### src/rtl/perr_pkg.sv
`timescale 1ns/1ps
// Shared types for the bridge parity error reporter.
// Assumes the kind code values are fixed by the block's interface.
package perr_pkg;

    // Transaction kind code carried on xact_kind
    typedef enum logic [1:0] {
        XK_READ    = 2'b00,
        XK_POSTED  = 2'b01,
        XK_DELAYED = 2'b10,
        XK_RSVD    = 2'b11
    } xact_kind_e;

    // State of one PERR# output driver
    typedef enum logic [1:0] {
        DRV_IDLE = 2'b00,
        DRV_LOW  = 2'b01,
        DRV_HIGH = 2'b10
    } drv_state_e;

    // Transaction attributes captured with a data phase
    typedef struct packed {
        logic       any_vld;
        xact_kind_e kind;
        logic       up;
        logic       fwd;
    } phase_attr_t;

    localparam int unsigned NUM_SIDES = 2;
    localparam int unsigned SIDE_PRI  = 0;
    localparam int unsigned SIDE_SEC  = 1;

endpackage

### src/rtl/perr_parity_chk.sv
`timescale 1ns/1ps
// Even parity checker for one bus.
// In a valid data phase it folds the address/data and command/byte-enable
// lines into one expected parity bit and registers it. In the next cycle
// it compares that bit with the bus parity input and flags a mismatch.
// Assumes the parity input always arrives exactly one clock after its data.
module perr_parity_chk #(
    parameter int unsigned DATA_W = 32,
    parameter int unsigned CMD_W  = 4
) (
    input  logic              clk,
    input  logic              rst_n,
    input  logic [DATA_W-1:0] ad,
    input  logic [CMD_W-1:0]  cbe_n,
    input  logic              phase_vld,
    input  logic              par,
    output logic              par_err
);
    localparam int unsigned COVER_W = DATA_W + CMD_W;

    logic [COVER_W-1:0] covered;
    logic               exp_par_q;
    logic               vld_q;

    assign covered = {ad, cbe_n};

    // Capture the folded parity of the current phase for next-cycle compare
    always_ff @(posedge clk) begin
        if (!rst_n) begin
            exp_par_q <= 1'b0;
            vld_q     <= 1'b0;
        end else begin
            exp_par_q <= ^covered;
            vld_q     <= phase_vld;
        end
    end

    // Flag a mismatch between delivered and expected parity
    assign par_err = vld_q && (par != exp_par_q);


    err_needs_phase_chk: assert property (@(posedge clk) disable iff (!rst_n)
        par_err |-> $past(phase_vld));

endmodule

### src/rtl/perr_policy.sv
`timescale 1ns/1ps
// Reporting policy. It maps the parity errors of both buses, the latched
// transaction attributes and both response enables to one report request
// per side. It is purely combinational; clk/rst_n serve only its checks.
// Assumes the attributes belong to the phase whose parity is compared now.
module perr_policy
    import perr_pkg::*;
(
    input  logic        clk,
    input  logic        rst_n,
    input  logic        pri_err,
    input  logic        sec_err,
    input  phase_attr_t attr,
    input  logic        pri_en,
    input  logic        sec_en,
    output logic        pri_rep,
    output logic        sec_rep
);
    logic is_rd;
    logic is_pw;
    logic is_dw;
    logic pri_local;
    logic sec_local;
    logic pri_fwd;
    logic sec_fwd;

    // Decode the kind code
    always_comb begin
        is_rd = (attr.kind == XK_READ);
        is_pw = (attr.kind == XK_POSTED);
        is_dw = (attr.kind == XK_DELAYED);
    end

    // Local errors: the bridge is target of a write or initiator of a read there
    always_comb begin
        pri_local = pri_err && pri_en &&
                    ((is_rd && attr.up) || ((is_pw || is_dw) && !attr.up));
        sec_local = sec_err && sec_en &&
                    ((is_rd && !attr.up) || ((is_pw || is_dw) && attr.up));
    end

    // Forwarded far-side errors of a delayed-write completion
    always_comb begin
        pri_fwd = attr.any_vld && attr.fwd && is_dw && !attr.up && pri_en && sec_en;
        sec_fwd = attr.any_vld && attr.fwd && is_dw &&  attr.up && pri_en && sec_en;
    end

    // Merge local and forwarded reasons per side
    assign pri_rep = pri_local || pri_fwd;
    assign sec_rep = sec_local || sec_fwd;


    pri_en_gate_chk: assert property (@(posedge clk) disable iff (!rst_n)
        pri_rep |-> pri_en);

    sec_en_gate_chk: assert property (@(posedge clk) disable iff (!rst_n)
        sec_rep |-> sec_en);

    rsvd_silent_chk: assert property (@(posedge clk) disable iff (!rst_n)
        (attr.kind == XK_RSVD) |-> !(pri_rep || sec_rep));

    one_side_chk: assert property (@(posedge clk) disable iff (!rst_n)
        !(pri_rep && sec_rep));

endmodule

### src/rtl/perr_driver.sv
`timescale 1ns/1ps
// PERR# driver for one side. A report makes the line driven low in the
// next cycle. Consecutive reports keep it low. After the last low cycle the
// line is driven high for one cycle and then released.
// Assumes an external pad drives the line from perr_n when perr_oe is high.
module perr_driver
    import perr_pkg::*;
(
    input  logic clk,
    input  logic rst_n,
    input  logic report,
    output logic perr_n,
    output logic perr_oe
);
    drv_state_e st;

    // Advance the low / high / release sequence
    always_ff @(posedge clk) begin
        if (!rst_n) begin
            st <= DRV_IDLE;
        end else if (report) begin
            st <= DRV_LOW;
        end else if (st == DRV_LOW) begin
            st <= DRV_HIGH;
        end else begin
            st <= DRV_IDLE;
        end
    end

    // Decode the pin level and drive enable from the state
    assign perr_n  = (st != DRV_LOW);
    assign perr_oe = (st != DRV_IDLE);


    report_to_low_chk: assert property (@(posedge clk) disable iff (!rst_n)
        report |=> (!perr_n && perr_oe));

    low_then_high_chk: assert property (@(posedge clk) disable iff (!rst_n)
        (!perr_n && !report) |=> (perr_n && perr_oe));

    release_after_high_chk: assert property (@(posedge clk) disable iff (!rst_n)
        $fell(perr_oe) |-> $past(perr_n));

endmodule

### src/rtl/bridge_perr_reporter.sv
`timescale 1ns/1ps
// Top of the bridge data parity error reporter. It checks parity on both
// buses, latches the shared transaction attributes with any valid phase,
// applies the reporting policy, and drives one PERR# sequence per side.
// Assumes only one transaction is in flight across the bridge at a time.
module bridge_perr_reporter
    import perr_pkg::*;
#(
    parameter int unsigned DATA_W = 32,
    parameter int unsigned CMD_W  = 4
) (
    input  logic              clk,
    input  logic              rst_n,
    input  logic [DATA_W-1:0] pri_ad,
    input  logic [CMD_W-1:0]  pri_cbe_n,
    input  logic              pri_par,
    input  logic              pri_phase_vld,
    input  logic [DATA_W-1:0] sec_ad,
    input  logic [CMD_W-1:0]  sec_cbe_n,
    input  logic              sec_par,
    input  logic              sec_phase_vld,
    input  logic [1:0]        xact_kind,
    input  logic              xact_up,
    input  logic              far_perr_seen,
    input  logic              pri_resp_en,
    input  logic              sec_resp_en,
    output logic              pri_perr_n,
    output logic              pri_perr_oe,
    output logic              sec_perr_n,
    output logic              sec_perr_oe
);
    phase_attr_t           attr_q;
    logic                  pri_err;
    logic                  sec_err;
    logic [NUM_SIDES-1:0]  rep;
    logic [NUM_SIDES-1:0]  drv_n;
    logic [NUM_SIDES-1:0]  drv_oe;
    logic                  any_vld;

    assign any_vld = pri_phase_vld || sec_phase_vld;

    // Parity checkers, one per bus
    perr_parity_chk #(.DATA_W(DATA_W), .CMD_W(CMD_W)) u_pri_chk (
        .clk(clk), .rst_n(rst_n), .ad(pri_ad), .cbe_n(pri_cbe_n),
        .phase_vld(pri_phase_vld), .par(pri_par), .par_err(pri_err)
    );
    perr_parity_chk #(.DATA_W(DATA_W), .CMD_W(CMD_W)) u_sec_chk (
        .clk(clk), .rst_n(rst_n), .ad(sec_ad), .cbe_n(sec_cbe_n),
        .phase_vld(sec_phase_vld), .par(sec_par), .par_err(sec_err)
    );

    // Latch the attributes of a valid phase alongside its parity
    always_ff @(posedge clk) begin
        if (!rst_n) begin
            attr_q <= '{any_vld: 1'b0, kind: XK_READ, up: 1'b0, fwd: 1'b0};
        end else begin
            attr_q.any_vld <= any_vld;
            attr_q.kind    <= xact_kind_e'(xact_kind);
            attr_q.up      <= xact_up;
            attr_q.fwd     <= far_perr_seen && any_vld;
        end
    end

    // Decide which sides report
    perr_policy u_policy (
        .clk(clk), .rst_n(rst_n), .pri_err(pri_err), .sec_err(sec_err),
        .attr(attr_q), .pri_en(pri_resp_en), .sec_en(sec_resp_en),
        .pri_rep(rep[SIDE_PRI]), .sec_rep(rep[SIDE_SEC])
    );

    // One output driver per side
    for (genvar s = 0; s < NUM_SIDES; s++) begin : g_side
        perr_driver u_drv (
            .clk(clk), .rst_n(rst_n), .report(rep[s]),
            .perr_n(drv_n[s]), .perr_oe(drv_oe[s])
        );
    end

    assign pri_perr_n  = drv_n[SIDE_PRI];
    assign pri_perr_oe = drv_oe[SIDE_PRI];
    assign sec_perr_n  = drv_n[SIDE_SEC];
    assign sec_perr_oe = drv_oe[SIDE_SEC];


    no_phase_no_report_chk: assert property (@(posedge clk) disable iff (!rst_n)
        !(pri_phase_vld || sec_phase_vld) |=> ##1 !(rep[SIDE_PRI] || rep[SIDE_SEC]) || $past(any_vld, 2) || $past(any_vld, 1));

endmodule

### config.mk
export PLATFORM = sky130hd
export DESIGN_NAME = bridge_perr_reporter
export DESIGN_NICKNAME = d
export VERILOG_FILES = /design/src/rtl/perr_pkg.sv /design/src/rtl/perr_parity_chk.sv /design/src/rtl/perr_policy.sv /design/src/rtl/perr_driver.sv /design/src/rtl/bridge_perr_reporter.sv
export SDC_FILE = /design/constraint.sdc
export NUM_CORES = 1
export LEC_CHECK = 0
export BUFFER_PORTS_ARGS = -buffer_cell sky130_fd_sc_hd__buf_4
export CORE_ASPECT_RATIO = 0.75
export CORE_MARGIN = 1
export CORE_UTILIZATION = 42
export DETAILED_ROUTE_END_ITERATION = 10
export PLACE_DENSITY = 0.85
export SLEW_MARGIN = 15
export SYNTH_ARGS = -nofsm -noshare
export SYNTH_HDL_FRONTEND = slang
export SYNTH_SLANG_ARGS = --single-unit
### constraint.sdc
create_clock -name clk -period 2.8 [get_ports clk]
set_clock_uncertainty 0.15 [all_clocks]
set_input_delay 0 -clock clk [delete_from_list [all_inputs] [get_ports clk]]
set_output_delay 0 -clock clk [all_outputs]
set_load 0.005 [all_outputs]
After elaboration in Yosys (flattened, before gate mapping)
Index checks and enable logic that the tools add are counted.
{"block": "word_totals", "register_bits": 13, "latchBits": 0, "ram_bits": 0, "mem_bits_ro": 0, "in_bits": 84, "output_inout_bits": 4, "word_cells": 58, "mem_count": 0}
{"block": "op_classes", "add_sub_neg": 0, "multipliers": 0, "n_div": 0, "magnitude_cmp": 0, "n_eq_ne": 8, "shifts": 0, "mux": 4, "n_bitwise": 1, "reduce_logical": 33}
{"cell": "36-bit parity", "count": 2}
{"cell": "1-bit logical AND", "count": 19}
{"cell": "2-bit by 1-bit equality test with 1-bit output, second input constant", "count": 3}
{"cell": "1-bit logical OR", "count": 6}
{"cell": "2-bit two-way mux", "count": 2}
{"cell": "2-bit by 1-bit inequality test with 1-bit output, second input constant", "count": 2}
{"cell": "2-bit nonzero test", "count": 2}
{"cell": "2-bit OR reduction", "count": 2}
{"cell": "2-bit equality test, second input constant", "count": 1}
{"cell": "2-bit zero test", "count": 1}
{"cell": "1-bit two-way mux", "count": 2}
{"cell": "1-bit inequality test", "count": 2}
{"cell": "1-bit zero test", "count": 1}
{"cell": "1-bit NOT", "count": 1}

Longest topological paths before layout
{"block": "logic_depth", "word_depth": 7, "ltp_mapped": 6, "ltp_nobuf": 6}

By module
Synthesis repeated with hierarchy kept, for this count alone.
{"block": "unflattened", "hier_cells": 117, "hier_area_um2": 1158.6}
{"mod": "perr_parity_chk", "n_inst": 2, "cells_each": 41, "area_per_inst_um2": 392.9, "seq_area_each_um2": 40.0}
{"mod": "perr_driver", "n_inst": 2, "cells_each": 6, "area_per_inst_um2": 71.3, "seq_area_each_um2": 40.0}
{"mod": "bridge_perr_reporter", "n_inst": 1, "cells_each": 10, "area_per_inst_um2": 140.1, "seq_area_each_um2": 100.1}
{"mod": "perr_policy", "n_inst": 1, "cells_each": 13, "area_per_inst_um2": 90.1, "seq_area_each_um2": 0.0}

Least setup slack after synthesis
OpenSTA, ideal clock, no wires.
{"block": "synth_path", "path_kind": "reg-to-reg", "from": "register attr_q[2] (netlist name)", "to": "register g_side[1].u_drv.st[1]", "setup_time_ps": 86, "arrival_time_ps": 1043, "required_ps": 2564, "path_slack_ps": 1521, "stages_incl_launch_ff": 6, "n_path_buf": 0, "period_less_slack_ps": 1279, "path_cell_list": "dfxtp_1 > inv_1 > ha_1 > mux2i_1 > o22ai_1 > a211oi_1"}
{"block": "synth_between", "elab_chain_len": 7, "word_cells_on_any_way": 14, "cone_classes": "eq/ne: 2; reduce/logical: 12"}
{"item": "from (decl)", "line_no": "bridge_perr_reporter.sv:32", "rtl": "phase_attr_t attr_q;"}
{"item": "from (signal assigned)", "line_no": "bridge_perr_reporter.sv:55", "rtl": "attr_q <= '{any_vld: 1'b0, kind: XK_READ, up: 1'b0, fwd: 1'b0};"}
{"item": "2-bit by 1-bit equality test with 1-bit output / 2-bit equality test (equally long branches)", "line_no": "perr_policy.sv:30, perr_policy.sv:31"}
{"item": "1-bit logical OR / 1-bit logical AND (equally long branches)", "line_no": "perr_policy.sv:39, perr_policy.sv:45"}
{"item": "1-bit logical AND, on equally long branches", "line_no": "perr_policy.sv:39, perr_policy.sv:45"}
{"item": "1-bit logical OR / 1-bit logical AND (equally long branches)", "line_no": "perr_policy.sv:39, perr_policy.sv:45"}
{"item": "1-bit logical AND, on equally long branches", "line_no": "perr_policy.sv:38, perr_policy.sv:45"}
{"item": "1-bit logical OR (*)", "line_no": "perr_policy.sv:50", "rtl": "assign sec_rep = sec_local || sec_fwd;"}
{"item": "2-bit OR reduction (no source line) (*)"}
{"item": "to (signal assigned)", "line_no": "perr_driver.sv:20", "rtl": "st <= DRV_IDLE;"}
{"item": "to (signal assigned)", "line_no": "perr_driver.sv:22", "rtl": "st <= DRV_LOW;"}
{"item": "to (signal assigned)", "line_no": "perr_driver.sv:24", "rtl": "st <= DRV_HIGH;"}
{"item": "to (decl)", "line_no": "perr_driver.sv:15", "rtl": "drv_state_e st;"}
Every way passes the cells marked *; elsewhere a longest branch is shown, timed or not.
A chain may end at the register's enable or synchronous reset.

Final worst setup path
{"block": "layout_path", "from": "register attr_q[3] (netlist name)", "to": "register g_side[1].u_drv.st[1]"}
Same word-level chain as after synthesis.

==> results by group <==
Synth
  • Mapped Area: 1120 µm²
  • Cell count after synthesis: 115
  • Flops & latches, synth: 13
  • Synth cell types: 19
  • Post-synth top cells: xnor2_1 (52), dfxtp_1 (13), xor2_1 (10), and2_1 (6), nand2_1 (6)
  • Avg Inst Size Synth: 9.76 µm²
  • Ranking of synthesized cells by area: xnor2_1 (41%), dfxtp_1 (23%), xnor3_1 (8.0%), xor2_1 (7.8%), mux2i_1 (3.6%)
  • Synth Net Count: 201
  • Post-synth EDFFs: 0
  • Area leader, netlist: xnor2_1
  • Synth top area share: 0.406
  • Register area share after synthesis: 0.232
  • Synth Warn #: 0
  • Most frequent cell after synthesis: xnor2_1
  • Synth Flop Type: dfxtp_1
  • Ys async rst share: 0

Power and ir drop
  • Max VDD drop: 0.000317 V
  • Leak Pwr: 0.942 nW
  • Power per cell area: 386 nW/µm²

Global route
  • Largest net degree at the start of global routing: 10
  • GRT overflow: 0
  • Initial antenna violation count: 0
  • Total track usage: 0.235
  • Global-route wire length before repair: 4.80 mm
  • Vias in the first global route: 1175

Clocking
  • Clk_lat worst skew: 0.27 ns
  • CTS Buffer Depth: 2
  • CTS Buf Count: 3
  • Clk pin slew, worst setup/hold paths: 0.08 ns
  • Htree depth: 1
  • TritonCTS clock tree: yes
  • Root Buffer: clkbuf_4
  • Sink Count: 13

Setup path
  • CP max FO: 2
  • Startpoint Class: flop
  • R2R cell count: 6
  • Reg2reg setup slack: 0.76 ns
  • Worst setup EP type: flop
  • Req. time, crit path: 2.87 ns
  • FF-to-FF End: g_side[1].u_drv.st[1]$_SDFF_PP0_
  • Crit path DAT: 2.11 ns
  • CP Capture Point: g_side[1].u_drv.st[1]$_SDFF_PP0_
  • Critical setup path kind: flop to flop
  • Critical Path Source: attr_q[3]$_SDFF_PN0_
  • Worst r2r src: attr_q[3]$_SDFF_PN0_

STA
  • Total Negative Setup Slacks: 0 ns
  • Slew margin rel.: 0.817
  • Final Max Slew Viols: 0
  • RSZ-0062 raised after global routing: no
  • Fin. Hold Viols: 0
  • Pin slew with the least headroom to its limit: 0.273 ns
  • Post-layout min period: 2.04 ns
  • Peak Freq: 491 MHz
  • Final-report setup violation count: 0
  • Final period util: 0.728

Final layout
  • Antenna cells: 0
  • Post-route insts no fill: 256
  • Layout cell share with drive strength beyond 1: 0.419
  • Final nets: 309
  • Synth-to-Final Area Change: 78.6%

Floorplan
  • # rows: 15
  • I/O Pins: 88
  • Die Wd: 61.7 µm
  • Initial Utilization: 0.467
  • Die Span Y: 46.8 µm
  • Die Area: 2890 µm²
  • Core ar.: 2400 µm²

Drt
  • DR pass1 iterations: 4
  • Total number of vias: 1151
  • DRC errors left: 0
  • Routed wire length: 3.25 mm
  • Antenna Violating Nets Remaining: 0
  • Drt wl/cell: 12.7 µm
  • Via/cell ratio: 4.50
  • First DRT Iteration DRCs: 5

Run
  • Number of max-cap violations: 0

Placement
  • Placed insts: 236
  • I/O Buffers: 87
  • GPL Wtd Cong: 0.676
  • HPWL after DPL: 2.21 mm

Outcome
  • Status: completed

Hold path
  • Hold wc startpoint: sec_par
  • HP Class: primary input to flop
==> routing by layer <==
layer,share of wire,track usage,vias up
li1,-,-,576
met1,0.35,0.206,526
met2,0.59,0.544,45
met3,0.052,0.0358,4
met4,0.0074,0.0533,0
met5,0,0,-
==> per-stage QoR <==
step           total power [mW]  utilization  worst slack [ns]  area (µm²)  hold slack [ns]
2_1_floorplan             0.506            -              1.52        1120          -0.0532
3_3_place_gp              0.627        0.757              1.39        1820           0.0536
3_5_place_dp              0.635        0.757              1.36        1820           0.0617
4_1_cts                   0.765        0.834             0.858        2000           0.0855
5_1_grt                   0.821        0.834             0.705        2000            0.136
6_report                  0.774        0.834             0.763        2000            0.151
==> layout by cell type, fill, tap and decap left out <==
master | synthesis | routed
mux2i_1 | 4 | 4
nor3b_1 | 1 | 1
xnor2_1 | 52 | 52
nor2_1 | 1 | 1
nand2b_1 | 2 | 2
and2_1 | 6 | 6
clkbuf_1 | 0 | 1
nand3_1 | 1 | 1
o22ai_1 | 1 | 1
o32ai_1 | 1 | 1
dfxtp_1 | 13 | 13
clkbuf_4 | 0 | 3
dlygate4sd3_1 | 0 | 16
inv_1 | 4 | 4
buf_4 | 0 | 87
nand2_1 | 6 | 6
or2_2 | 3 | 3
xnor3_1 | 4 | 4
a211oi_1 | 1 | 1
ha_1 | 2 | 2
and3_1 | 1 | 1
xor2_1 | 10 | 10
or2_1 | 2 | 2
==> final cells by class <==
class                      instances  area [µm²]
clock buffer                       4        26.3
fill                             146         398
inverter                           4        15.0
multi-input combinational         98         847
sequential                        13         260
tap                               34        42.5
timing repair buffer             103         813
==> power breakdown <==
group / switching [mW] / internal, mW / total [mW]
registers: 0.00799 / 0.205 / 0.213
logic: 0.150 / 0.296 / 0.445
clock network: 0.0603 / 0.0552 / 0.115
==> flip-flops by register name, indices dropped and copies added (netlist names) <==
signal / flops
u_pri_chk.vld_q: 1
u_pri_chk.exp_par_q: 1
attr_q: 5
g_side.u_drv.st: 4
u_sec_chk.vld_q: 1
u_sec_chk.exp_par_q: 1
==> kinds of logic (layout without fill, tap and decap cells) <==
kind of cell / Yosys count / after routing / share of synthesized area
AOI/OAI and AO/OA: 3 / 3 / 0.0201
DFF: 13 / 13 / 0.232
xor gates and xnor gates: 66 / 66 / 0.564
buffers and inverters: 4 / 111 / 0.0134
and+or+nand+nor: 23 / 23 / 0.113
muxes: 4 / 4 / 0.0357
adders and majority gates: 2 / 2 / 0.0223
==> critical path, stage by stage (launching register included) <==
cell	delay [ns]
dfxtp_1	0.37
inv_1	0.05
ha_1	0.28
mux2i_1	0.16
o22ai_1	0.15
a211oi_1	0.25
dlygate4sd3_1	0.57
==> what timing repair did <==
action | CTS | global route
resized for setup | 0 | 0
buffers inserted | 0 | 0
hold endpoints to repair | 13 | 0
hold buffers | 16 | 0
==> how the worst min path moves through the flow <==
stage / endpoint / slack (ns) / depth (start not counted)
after global placement: attr_q[0]$_SDFF_PN0_ / 0.05 / 2
after detailed placement: attr_q[1]$_SDFF_PN0_ / 0.06 / 2
final: g_side[1].u_drv.st[0]$_SDFF_PN0_ / 0.15 / 5
after global routing: g_side[1].u_drv.st[0]$_SDFF_PN0_ / 0.14 / 5
after CTS: g_side[1].u_drv.st[0]$_SDFF_PN0_ / 0.09 / 5
after floorplan: g_side[1].u_drv.st[1]$_SDFF_PP0_ / -0.05 / 1
Power figures use the tool's default switching activity.
